`src/rtl/tapg_pkg.sv`:
```
package tapg_pkg;

  typedef enum logic [3:0] {
    ST_RESET   = 4'hF,
    ST_IDLE    = 4'hC,
    ST_SEL_DR  = 4'h7,
    ST_CAP_DR  = 4'h6,
    ST_SH_DR   = 4'h2,
    ST_EX1_DR  = 4'h1,
    ST_PAU_DR  = 4'h3,
    ST_EX2_DR  = 4'h0,
    ST_UPD_DR  = 4'h5,
    ST_SEL_IR  = 4'h4,
    ST_CAP_IR  = 4'hE,
    ST_SH_IR   = 4'hA,
    ST_EX1_IR  = 4'h9,
    ST_PAU_IR  = 4'hB,
    ST_EX2_IR  = 4'h8,
    ST_UPD_IR  = 4'hD
  } tap_state_e;

  function automatic tap_state_e tap_next(input tap_state_e cur, input logic hi);
    tap_state_e nxt;
    case (cur)
      ST_RESET:  nxt = hi ? ST_RESET  : ST_IDLE;
      ST_IDLE:   nxt = hi ? ST_SEL_DR : ST_IDLE;
      ST_SEL_DR: nxt = hi ? ST_SEL_IR : ST_CAP_DR;
      ST_CAP_DR: nxt = hi ? ST_EX1_DR : ST_SH_DR;
      ST_SH_DR:  nxt = hi ? ST_EX1_DR : ST_SH_DR;
      ST_EX1_DR: nxt = hi ? ST_UPD_DR : ST_PAU_DR;
      ST_PAU_DR: nxt = hi ? ST_EX2_DR : ST_PAU_DR;
      ST_EX2_DR: nxt = hi ? ST_UPD_DR : ST_SH_DR;
      ST_UPD_DR: nxt = hi ? ST_SEL_DR : ST_IDLE;
      ST_SEL_IR: nxt = hi ? ST_RESET  : ST_CAP_IR;
      ST_CAP_IR: nxt = hi ? ST_EX1_IR : ST_SH_IR;
      ST_SH_IR:  nxt = hi ? ST_EX1_IR : ST_SH_IR;
      ST_EX1_IR: nxt = hi ? ST_UPD_IR : ST_PAU_IR;
      ST_PAU_IR: nxt = hi ? ST_EX2_IR : ST_PAU_IR;
      ST_EX2_IR: nxt = hi ? ST_UPD_IR : ST_SH_IR;
      ST_UPD_IR: nxt = hi ? ST_SEL_DR : ST_IDLE;
      default:   nxt = ST_RESET;
    endcase
    return nxt;
  endfunction

endpackage

```
`src/rtl/tapg_fsm.sv`:
```
module tapg_fsm
  import tapg_pkg::*;
(
  input  logic       clk,
  input  logic       rst_n,
  input  logic       mode_eff,
  output tap_state_e state
);

  tap_state_e state_q;

  always_ff @(posedge clk or negedge rst_n) begin
    if (!rst_n) state_q <= ST_RESET;
    else        state_q <= tap_next(state_q, mode_eff);
  end

  assign state = state_q;

endmodule

```
`src/rtl/tapg_scrub.sv`:
```
module tapg_scrub #(
  parameter int BURST_LEN    = 5,
  parameter int SCRUB_PERIOD = 4096
) (
  input  logic clk,
  input  logic rst_n,
  input  logic recover_req,
  output logic busy
);

  localparam int BW = $clog2(BURST_LEN + 1);

  logic [BW-1:0] left_q;
  logic          period_hit;

  generate
    if (SCRUB_PERIOD > 0) begin : g_interval
      localparam int PW = (SCRUB_PERIOD > 1) ? $clog2(SCRUB_PERIOD) : 1;
      localparam logic [PW-1:0] LAST = PW'(SCRUB_PERIOD - 1);
      logic [PW-1:0] tick_q;

      always_ff @(posedge clk or negedge rst_n) begin
        if (!rst_n)              tick_q <= '0;
        else if (tick_q == LAST) tick_q <= '0;
        else                     tick_q <= tick_q + 1'b1;
      end

      assign period_hit = (tick_q == LAST);
    end else begin : g_no_interval
      assign period_hit = 1'b0;
    end
  endgenerate

  // A new trigger reloads the burst, so a request during a burst extends it.
  always_ff @(posedge clk or negedge rst_n) begin
    if (!rst_n)                        left_q <= '0;
    else if (recover_req || period_hit) left_q <= BW'(BURST_LEN);
    else if (left_q != '0)             left_q <= left_q - 1'b1;
  end

  assign busy = (left_q != '0);

endmodule

```
`src/rtl/tapg_ir.sv`:
```
module tapg_ir
  import tapg_pkg::*;
#(
  parameter int              IR_W        = 5,
  parameter logic [IR_W-1:0] CAPTURE_PAT = 5'b00001
) (
  input  logic            clk,
  input  logic            rst_n,
  input  tap_state_e      state,
  input  logic            sdi,
  output logic [IR_W-1:0] instr,
  output logic            shift_lsb
);

  localparam logic [IR_W-1:0] ALL_ONES = '1;

  logic [IR_W-1:0] shreg_q;
  logic [IR_W-1:0] instr_q;

  always_ff @(posedge clk or negedge rst_n) begin
    if (!rst_n)                    shreg_q <= ALL_ONES;
    else if (state == ST_CAP_IR)   shreg_q <= CAPTURE_PAT;
    else if (state == ST_SH_IR)    shreg_q <= {sdi, shreg_q[IR_W-1:1]};
  end

  // Active instruction: falling-edge timed, refilled with ones in reset state.
  always_ff @(negedge clk or negedge rst_n) begin
    if (!rst_n)                    instr_q <= ALL_ONES;
    else if (state == ST_RESET)    instr_q <= ALL_ONES;
    else if (state == ST_UPD_IR)   instr_q <= shreg_q;
  end

  assign instr     = instr_q;
  assign shift_lsb = shreg_q[0];

endmodule

```
`src/rtl/jtag_tap_guard.sv`:
```
module jtag_tap_guard
  import tapg_pkg::*;
#(
  parameter int              IR_W         = 5,
  parameter logic [IR_W-1:0] CAPTURE_PAT  = 5'b00001,
  parameter logic [IR_W-1:0] OP_EXTEST    = 5'b00000,
  parameter logic [IR_W-1:0] OP_SAMPLE    = 5'b00010,
  parameter int              BURST_LEN    = 5,
  parameter int              SCRUB_PERIOD = 4096
) (
  input  logic       test_clk,
  input  logic       test_rst_n,
  input  logic       mode_sel_in,
  input  logic       scan_in,
  input  logic       recover_req,
  input  logic       bsr_ret,
  output logic       scan_out,
  output logic       scan_out_en,
  output logic [3:0] state_out,
  output logic       extest_on,
  output logic       sample_on,
  output logic       bypass_on,
  output logic       bsr_capture,
  output logic       bsr_shift,
  output logic       bsr_update,
  output logic       guard_busy
);

  tap_state_e      state;
  logic            mode_eff;
  logic [IR_W-1:0] instr;
  logic            ir_lsb;
  logic            byp_q;
  logic            bsr_sel;
  logic            sdo_q;
  logic            sdo_en_q;

  tapg_scrub #(
    .BURST_LEN   (BURST_LEN),
    .SCRUB_PERIOD(SCRUB_PERIOD)
  ) u_scrub (
    .clk        (test_clk),
    .rst_n      (test_rst_n),
    .recover_req(recover_req),
    .busy       (guard_busy)
  );

  assign mode_eff = mode_sel_in | guard_busy;

  tapg_fsm u_fsm (
    .clk     (test_clk),
    .rst_n   (test_rst_n),
    .mode_eff(mode_eff),
    .state   (state)
  );

  tapg_ir #(
    .IR_W       (IR_W),
    .CAPTURE_PAT(CAPTURE_PAT)
  ) u_ir (
    .clk      (test_clk),
    .rst_n    (test_rst_n),
    .state    (state),
    .sdi      (scan_in),
    .instr    (instr),
    .shift_lsb(ir_lsb)
  );

  assign extest_on = (instr == OP_EXTEST);
  assign sample_on = (instr == OP_SAMPLE);
  assign bypass_on = !(extest_on || sample_on);
  assign bsr_sel   = extest_on || sample_on;

  assign bsr_capture = bsr_sel && (state == ST_CAP_DR);
  assign bsr_shift   = bsr_sel && (state == ST_SH_DR);
  assign bsr_update  = bsr_sel && (state == ST_UPD_DR);

  always_ff @(posedge test_clk or negedge test_rst_n) begin
    if (!test_rst_n)               byp_q <= 1'b0;
    else if (state == ST_CAP_DR)   byp_q <= 1'b0;
    else if (state == ST_SH_DR)    byp_q <= scan_in;
  end

  always_ff @(negedge test_clk or negedge test_rst_n) begin
    if (!test_rst_n) begin
      sdo_q    <= 1'b1;
      sdo_en_q <= 1'b0;
    end else if (state == ST_SH_IR) begin
      sdo_q    <= ir_lsb;
      sdo_en_q <= 1'b1;
    end else if (state == ST_SH_DR) begin
      sdo_q    <= bsr_sel ? bsr_ret : byp_q;
      sdo_en_q <= 1'b1;
    end else begin
      sdo_q    <= 1'b1;
      sdo_en_q <= 1'b0;
    end
  end

  assign scan_out    = sdo_q;
  assign scan_out_en = sdo_en_q;
  assign state_out   = state;

endmodule

```
`config.mk`:
```
export PLATFORM = sky130hd
export DESIGN_NAME = jtag_tap_guard
export DESIGN_NICKNAME = d
export VERILOG_FILES = /design/src/rtl/tapg_pkg.sv /design/src/rtl/tapg_fsm.sv /design/src/rtl/tapg_scrub.sv /design/src/rtl/tapg_ir.sv /design/src/rtl/jtag_tap_guard.sv
export SDC_FILE = /design/constraint.sdc
export NUM_CORES = 1
export LEC_CHECK = 0
export ABC_AREA = 1
export CAP_MARGIN = 40
export CORE_ASPECT_RATIO = 0.5
export CORE_MARGIN = 5
export CORE_UTILIZATION = 40
export DETAILED_ROUTE_END_ITERATION = 10
export GPL_ROUTABILITY_DRIVEN = 0
export SYNTH_ARGS = -nofsm -noshare
export SYNTH_HDL_FRONTEND = slang
export SYNTH_HIERARCHICAL = 1
export SYNTH_SLANG_ARGS = --single-unit
```
`constraint.sdc`:
```
create_clock -name test_clk -period 1.5 [get_ports test_clk]
set_input_delay 0.225 -clock test_clk [delete_from_list [all_inputs] [get_ports test_clk]]
set_output_delay 0.225 -clock test_clk [all_outputs]
set_load 0.02 [all_outputs]
```
==> flow_summary.html <==
<table>
<tr><th>Metric</th><th>Value</th></tr>
<tr><th colspan="2">Synth</th></tr>
<tr><td>Average cell area after synthesis</td><td>7.840 um^2</td></tr>
<tr><td>Fraction of the mapped netlist area in simple logic gates</td><td>37.28%</td></tr>
<tr><td>Post-synthesis compound-gate area fraction</td><td>3.972%</td></tr>
<tr><td>Number of enable-type register cells in the synthesized netlist</td><td>0</td></tr>
<tr><td>Yosys warning total</td><td>6</td></tr>
<tr><td>Share of the synthesized netlist area taken by xor and xnor gates</td><td>3.415%</td></tr>
<tr><td>Post-Syn Area</td><td>1795 um^2</td></tr>
<tr><td>Number of instances in the synthesized netlist</td><td>between 200 and 250</td></tr>
<tr><td>Adder and majority cell fraction of the synthesized area</td><td>under 10%</td></tr>
<tr><td>Flip-flop cell with the highest count after synthesis</td><td>dfrtp_1</td></tr>
<tr><td>Sequential fraction of the synthesis area</td><td>45.64%</td></tr>
<tr><td>Fraction of synthesized area in multiplexers</td><td>0%</td></tr>
<tr><td>Main combinational cell family by area after synthesis</td><td>simple AND/OR/NAND/NOR gates</td></tr>
<tr><td>Fraction of registers with async set or reset after synthesis</td><td>100.0%</td></tr>
<tr><td>Number of synthesized register bits</td><td>32</td></tr>
<tr><td>Number of distinct library cell variants in the gate-level netlist after synthesis</td><td>29</td></tr>
<tr><td>Synthesized Nets</td><td>about 240</td></tr>
<tr><th colspan="2">Global route</th></tr>
<tr><td>Remaining global-route overflow</td><td>0</td></tr>
<tr><td>Vias in the first global route</td><td>1626</td></tr>
<tr><td>Antenna violations before repair</td><td>0</td></tr>
<tr><td>Maximum number of pins on one net before global-route repair</td><td>18</td></tr>
<tr><td>First-pass GRT wire length</td><td>7010 um</td></tr>
<tr><td>Overall Global Routing Usage</td><td>14.37%</td></tr>
<tr><th colspan="2">Die</th></tr>
<tr><td>Area of the die</td><td>6010 um^2</td></tr>
<tr><td>Die outline width</td><td>104.8 um</td></tr>
<tr><td>Die span in y</td><td>57.38 um</td></tr>
<tr><td>Number of placed I/O pins</td><td>19</td></tr>
<tr><td>Area of the placeable core</td><td>4360 um^2</td></tr>
<tr><td>Initial core utilization</td><td>41.18%</td></tr>
<tr><td>Floorplan row count</td><td>17</td></tr>
<tr><th colspan="2">Power</th></tr>
<tr><td>Worst voltage drop across the vdd grid</td><td>0.5724 mV</td></tr>
<tr><td>LEAKAGE</td><td>1.275 nW</td></tr>
<tr><td>Relative contribution of combinational cells to total power</td><td>52.0%</td></tr>
<tr><td>Cell area power density</td><td>1799 nW/um^2</td></tr>
<tr><td>Cell-internal power</td><td>2.763 mW</td></tr>
<tr><td>Fraction of power spent switching nets</td><td>about two fifths</td></tr>
<tr><td>Clock share of power</td><td>18.3%</td></tr>
<tr><td>Post-route total power</td><td>about 4.7 mW</td></tr>
<tr><td>Relative contribution of sequential cells to total power</td><td>29.6%</td></tr>
<tr><td>Switching component of the power</td><td>1.949 mW</td></tr>
<tr><th colspan="2">Clocking</th></tr>
<tr><td>CTS Buf Count</td><td>5</td></tr>
<tr><td>Buffer depth of the longest clock path</td><td>2</td></tr>
<tr><td>Clock Sinks</td><td>32</td></tr>
<tr><td>Latest clock arrival within the worst-skew pair</td><td>0.35 ns</td></tr>
<tr><td>Clk Tree Root Cell</td><td>clkbuf_8</td></tr>
<tr><td>Clock tree from TritonCTS</td><td>yes</td></tr>
<tr><td>CTS H-tree lvls</td><td>2</td></tr>
<tr><td>Clock edge transition at the registers on the reported setup and hold paths</td><td>0.07 ns</td></tr>
<tr><th colspan="2">Layout</th></tr>
<tr><td>Antenna cell count</td><td>0</td></tr>
<tr><td>Final Cell Area</td><td>2619 um^2</td></tr>
<tr><td>Core Util, Final</td><td>around three fifths</td></tr>
<tr><td>Final layout net count</td><td>297</td></tr>
<tr><td>Filler Cells Inserted</td><td>367</td></tr>
<tr><td>Area added between synthesis and finish</td><td>45.85%</td></tr>
<tr><td>Share of post-route cells with drive strength above 1</td><td>between 30% and 40%</td></tr>
<tr><th colspan="2">Critical path</th></tr>
<tr><td>Worst reg2reg path startpoint</td><td>u_fsm/state[2]$_DFF_PN1_</td></tr>
<tr><td>Category of the worst setup path capture point</td><td>output pin</td></tr>
<tr><td>Kind of critical path</td><td>reg2out</td></tr>
<tr><td>Critical Path Source</td><td>u_ir/instr[0]$_DFFE_NN1P_</td></tr>
<tr><td>Flop2flop setup slack</td><td>-0.34 ns</td></tr>
<tr><td>Req. time, crit path</td><td>around 1.3 ns</td></tr>
<tr><td>Data arrival time of the critical path</td><td>2.05 ns</td></tr>
<tr><td>Worst reg2reg path endpoint</td><td>u_ir/instr[0]$_DFFE_NN1P_</td></tr>
<tr><td>Critical path fanouts, max</td><td>7</td></tr>
<tr><td>Cell depth of the worst flop-to-flop path</td><td>3</td></tr>
<tr><td>Launching element type of the critical path</td><td>flip-flop</td></tr>
<tr><th colspan="2">Timing</th></tr>
<tr><td>Final hold vios</td><td>0</td></tr>
<tr><td>Transition time at the pin with the least slew margin</td><td>0.2486 ns</td></tr>
<tr><td>Number of pins with negative max-slew slack in the final report</td><td>0</td></tr>
<tr><td>Clock tree skew after final layout</td><td>0.06614 ns</td></tr>
<tr><td>Number of setup violations in the final report</td><td>15</td></tr>
<tr><td>Fin worst setup slack</td><td>-0.7738 ns</td></tr>
<tr><td>Setup repair after global routing missed its margin</td><td>yes</td></tr>
<tr><td>Slew Limit Headroom</td><td>83.36%</td></tr>
<tr><td>Minimum hold slack</td><td>0.3824 ns</td></tr>
<tr><td>Final setup TNS</td><td>-7.080 ns</td></tr>
<tr><th colspan="2">Routing</th></tr>
<tr><td>Initial DRC count</td><td>105</td></tr>
<tr><td>Routed wire per std cell</td><td>12.08 um</td></tr>
<tr><td>Number of nets still failing antenna checks after routing</td><td>0</td></tr>
<tr><td>First-pass iteration count of the detailed router</td><td>5</td></tr>
<tr><td>Via count</td><td>1656</td></tr>
<tr><td>Detailed-route vias per instance</td><td>4.786</td></tr>
<tr><td>Detailed-route DRC error count</td><td>0</td></tr>
<tr><td>Post-detailed-routing wire length</td><td>4181 um</td></tr>
<tr><th colspan="2">Place</th></tr>
<tr><td>Post-placement cell area</td><td>2306 um^2</td></tr>
<tr><td>IO buf count</td><td>18</td></tr>
<tr><td>Total half-perimeter wirelength after legalization and detailed placement</td><td>2802 um</td></tr>
<tr><th colspan="2">Run</th></tr>
<tr><td>Max-cap viol count</td><td>0</td></tr>
<tr><th colspan="2">Outcome</th></tr>
<tr><td>Violations in the final reports</td><td>setup timing</td></tr>
<tr><td>Outcome</td><td>finished, violations left</td></tr>
<tr><th colspan="2">Min path</th></tr>
<tr><td>Min-delay worst type</td><td>in2async</td></tr>
</table>
metal layers:
metal / vias to the layer above / GRT usage, % / share of wire (%)
met3: 8 / 3.616 / 4.6
li1: 832 / - / -
met4: 0 / 7.286 / 1.7
met5: - / 0 / 0
met2: 38 / 24.78 / 52
met1: 778 / 16.86 / 42
final cells by class:
type | count | area, um^2 | area share, %
clock buffers | 8 | 111.4 | 4.252
clock inverters | 6 | 22.52 | 0.8600
inverters | 33 | 131.4 | 5.017
multi-input cells | 162 | 985.9 | 37.65
flip-flops and latches | 32 | 823.3 | 31.44
well taps | 57 | 71.32 | 2.723
repair buffers | 48 | 473.0 | 18.06
layout by cell type, fill, tap and decap left out, types with 6 or more instances in the layout:
cell type and n:
clkbuf_8 6, buf_4 21, nand3_1 16, buf_6 15
nor2_4 9, inv_2 6, inv_1 31, dfrtp_1 16
nand2_2 8, nand2_1 52, nor2_1 30, dfstp_2 14
sequential cells by signal, indices dropped and copies added (netlist names):
name,cells
u_scrub/g_interval.tick_q,12
u_ir/instr,5
u_ir/shreg_q,5
u_fsm/state,4
u_scrub/left_q,3
byp_q,1
scan_out,1
scan_out_en,1
repair_timing:
item                                    CTS  global route
pin swaps                                 5             6
gates cloned                              1             1
gates resized for setup                  77            25
setup buffers                             0             9
hold buffers                              0             0
endpoints found under the setup margin   21            21
kinds of logic after synthesis:
logic type / count (synthesis)
AOI/OAI and AO/OA: 14
xor gates and xnor gates: 7
adders and majority gates: 3
buffers and inverters: 36
DFF: 32
and+or+nand+nor: 137
Yosys cell counts (3+ instances only):
cell / n / share of area, %
nand2_1: 59 / 12
inv_1: 32 / 6.7
nor2_1: 32 / 6.7
dfrtp_1: 16 / 22
nand3_1: 16 / 4.5
dfstp_2: 15 / 22
nor2_2: 9 / 3.1
o21ai_1: 6 / 1.7
xor2_1: 5 / 2.4
nand2_2: 4 / 1.4
o21ai_0: 4 / 1.1
a21oi_1: 3 / 0.84
ha_1: 3 / 2.1
inv_2: 3 / 0.63
nand4_1: 3 / 1.0
nor2_4: 3 / 1.9
stage by stage:
| stage | cells | worst slack [ns] |
|---|---|---|
| 2_1_floorplan | 229 | -0.4103 |
| 3_3_place_gp | 325 | -0.8649 |
| 3_5_place_dp | 325 | -0.8777 |
| 4_1_cts | 338 | -0.7845 |
| 5_1_grt | 346 | -0.8492 |
| 6_report | 346 | -0.7738 |
how the worst max path moves through the flow:
stage | slack [ns] | depth (start not counted) | endpoint
finish | -0.77 | 4 | bsr_capture
global route | -0.85 | 4 | bsr_capture
CTS | -0.78 | 4 | bsr_capture
detailed placement | -0.88 | 4 | bsr_capture
global placement | -0.86 | 4 | bsr_capture
floorplan | -0.41 | 6 | scan_out$_DFF_NN1_
worst max-delay path, stage by stage (launching register included):
cell and delay (ns):
dfstp_2 0.38, nor2_4 0.16, nand2_8 0.10, nor4_4 0.13, buf_4 0.17
power groups by stage:
stage	Sequential [mW]	Clock [mW]	Combinational [mW]
final	1.40	0.864	2.45
after global routing	1.42	0.942	2.67
after CTS	1.39	0.880	2.05
after detailed placement	1.36	0.0332	1.98
after global placement	1.35	0.0332	1.96
after floorplan	1.53	0.0332	1.10
(Power assumes the default switching activity.)
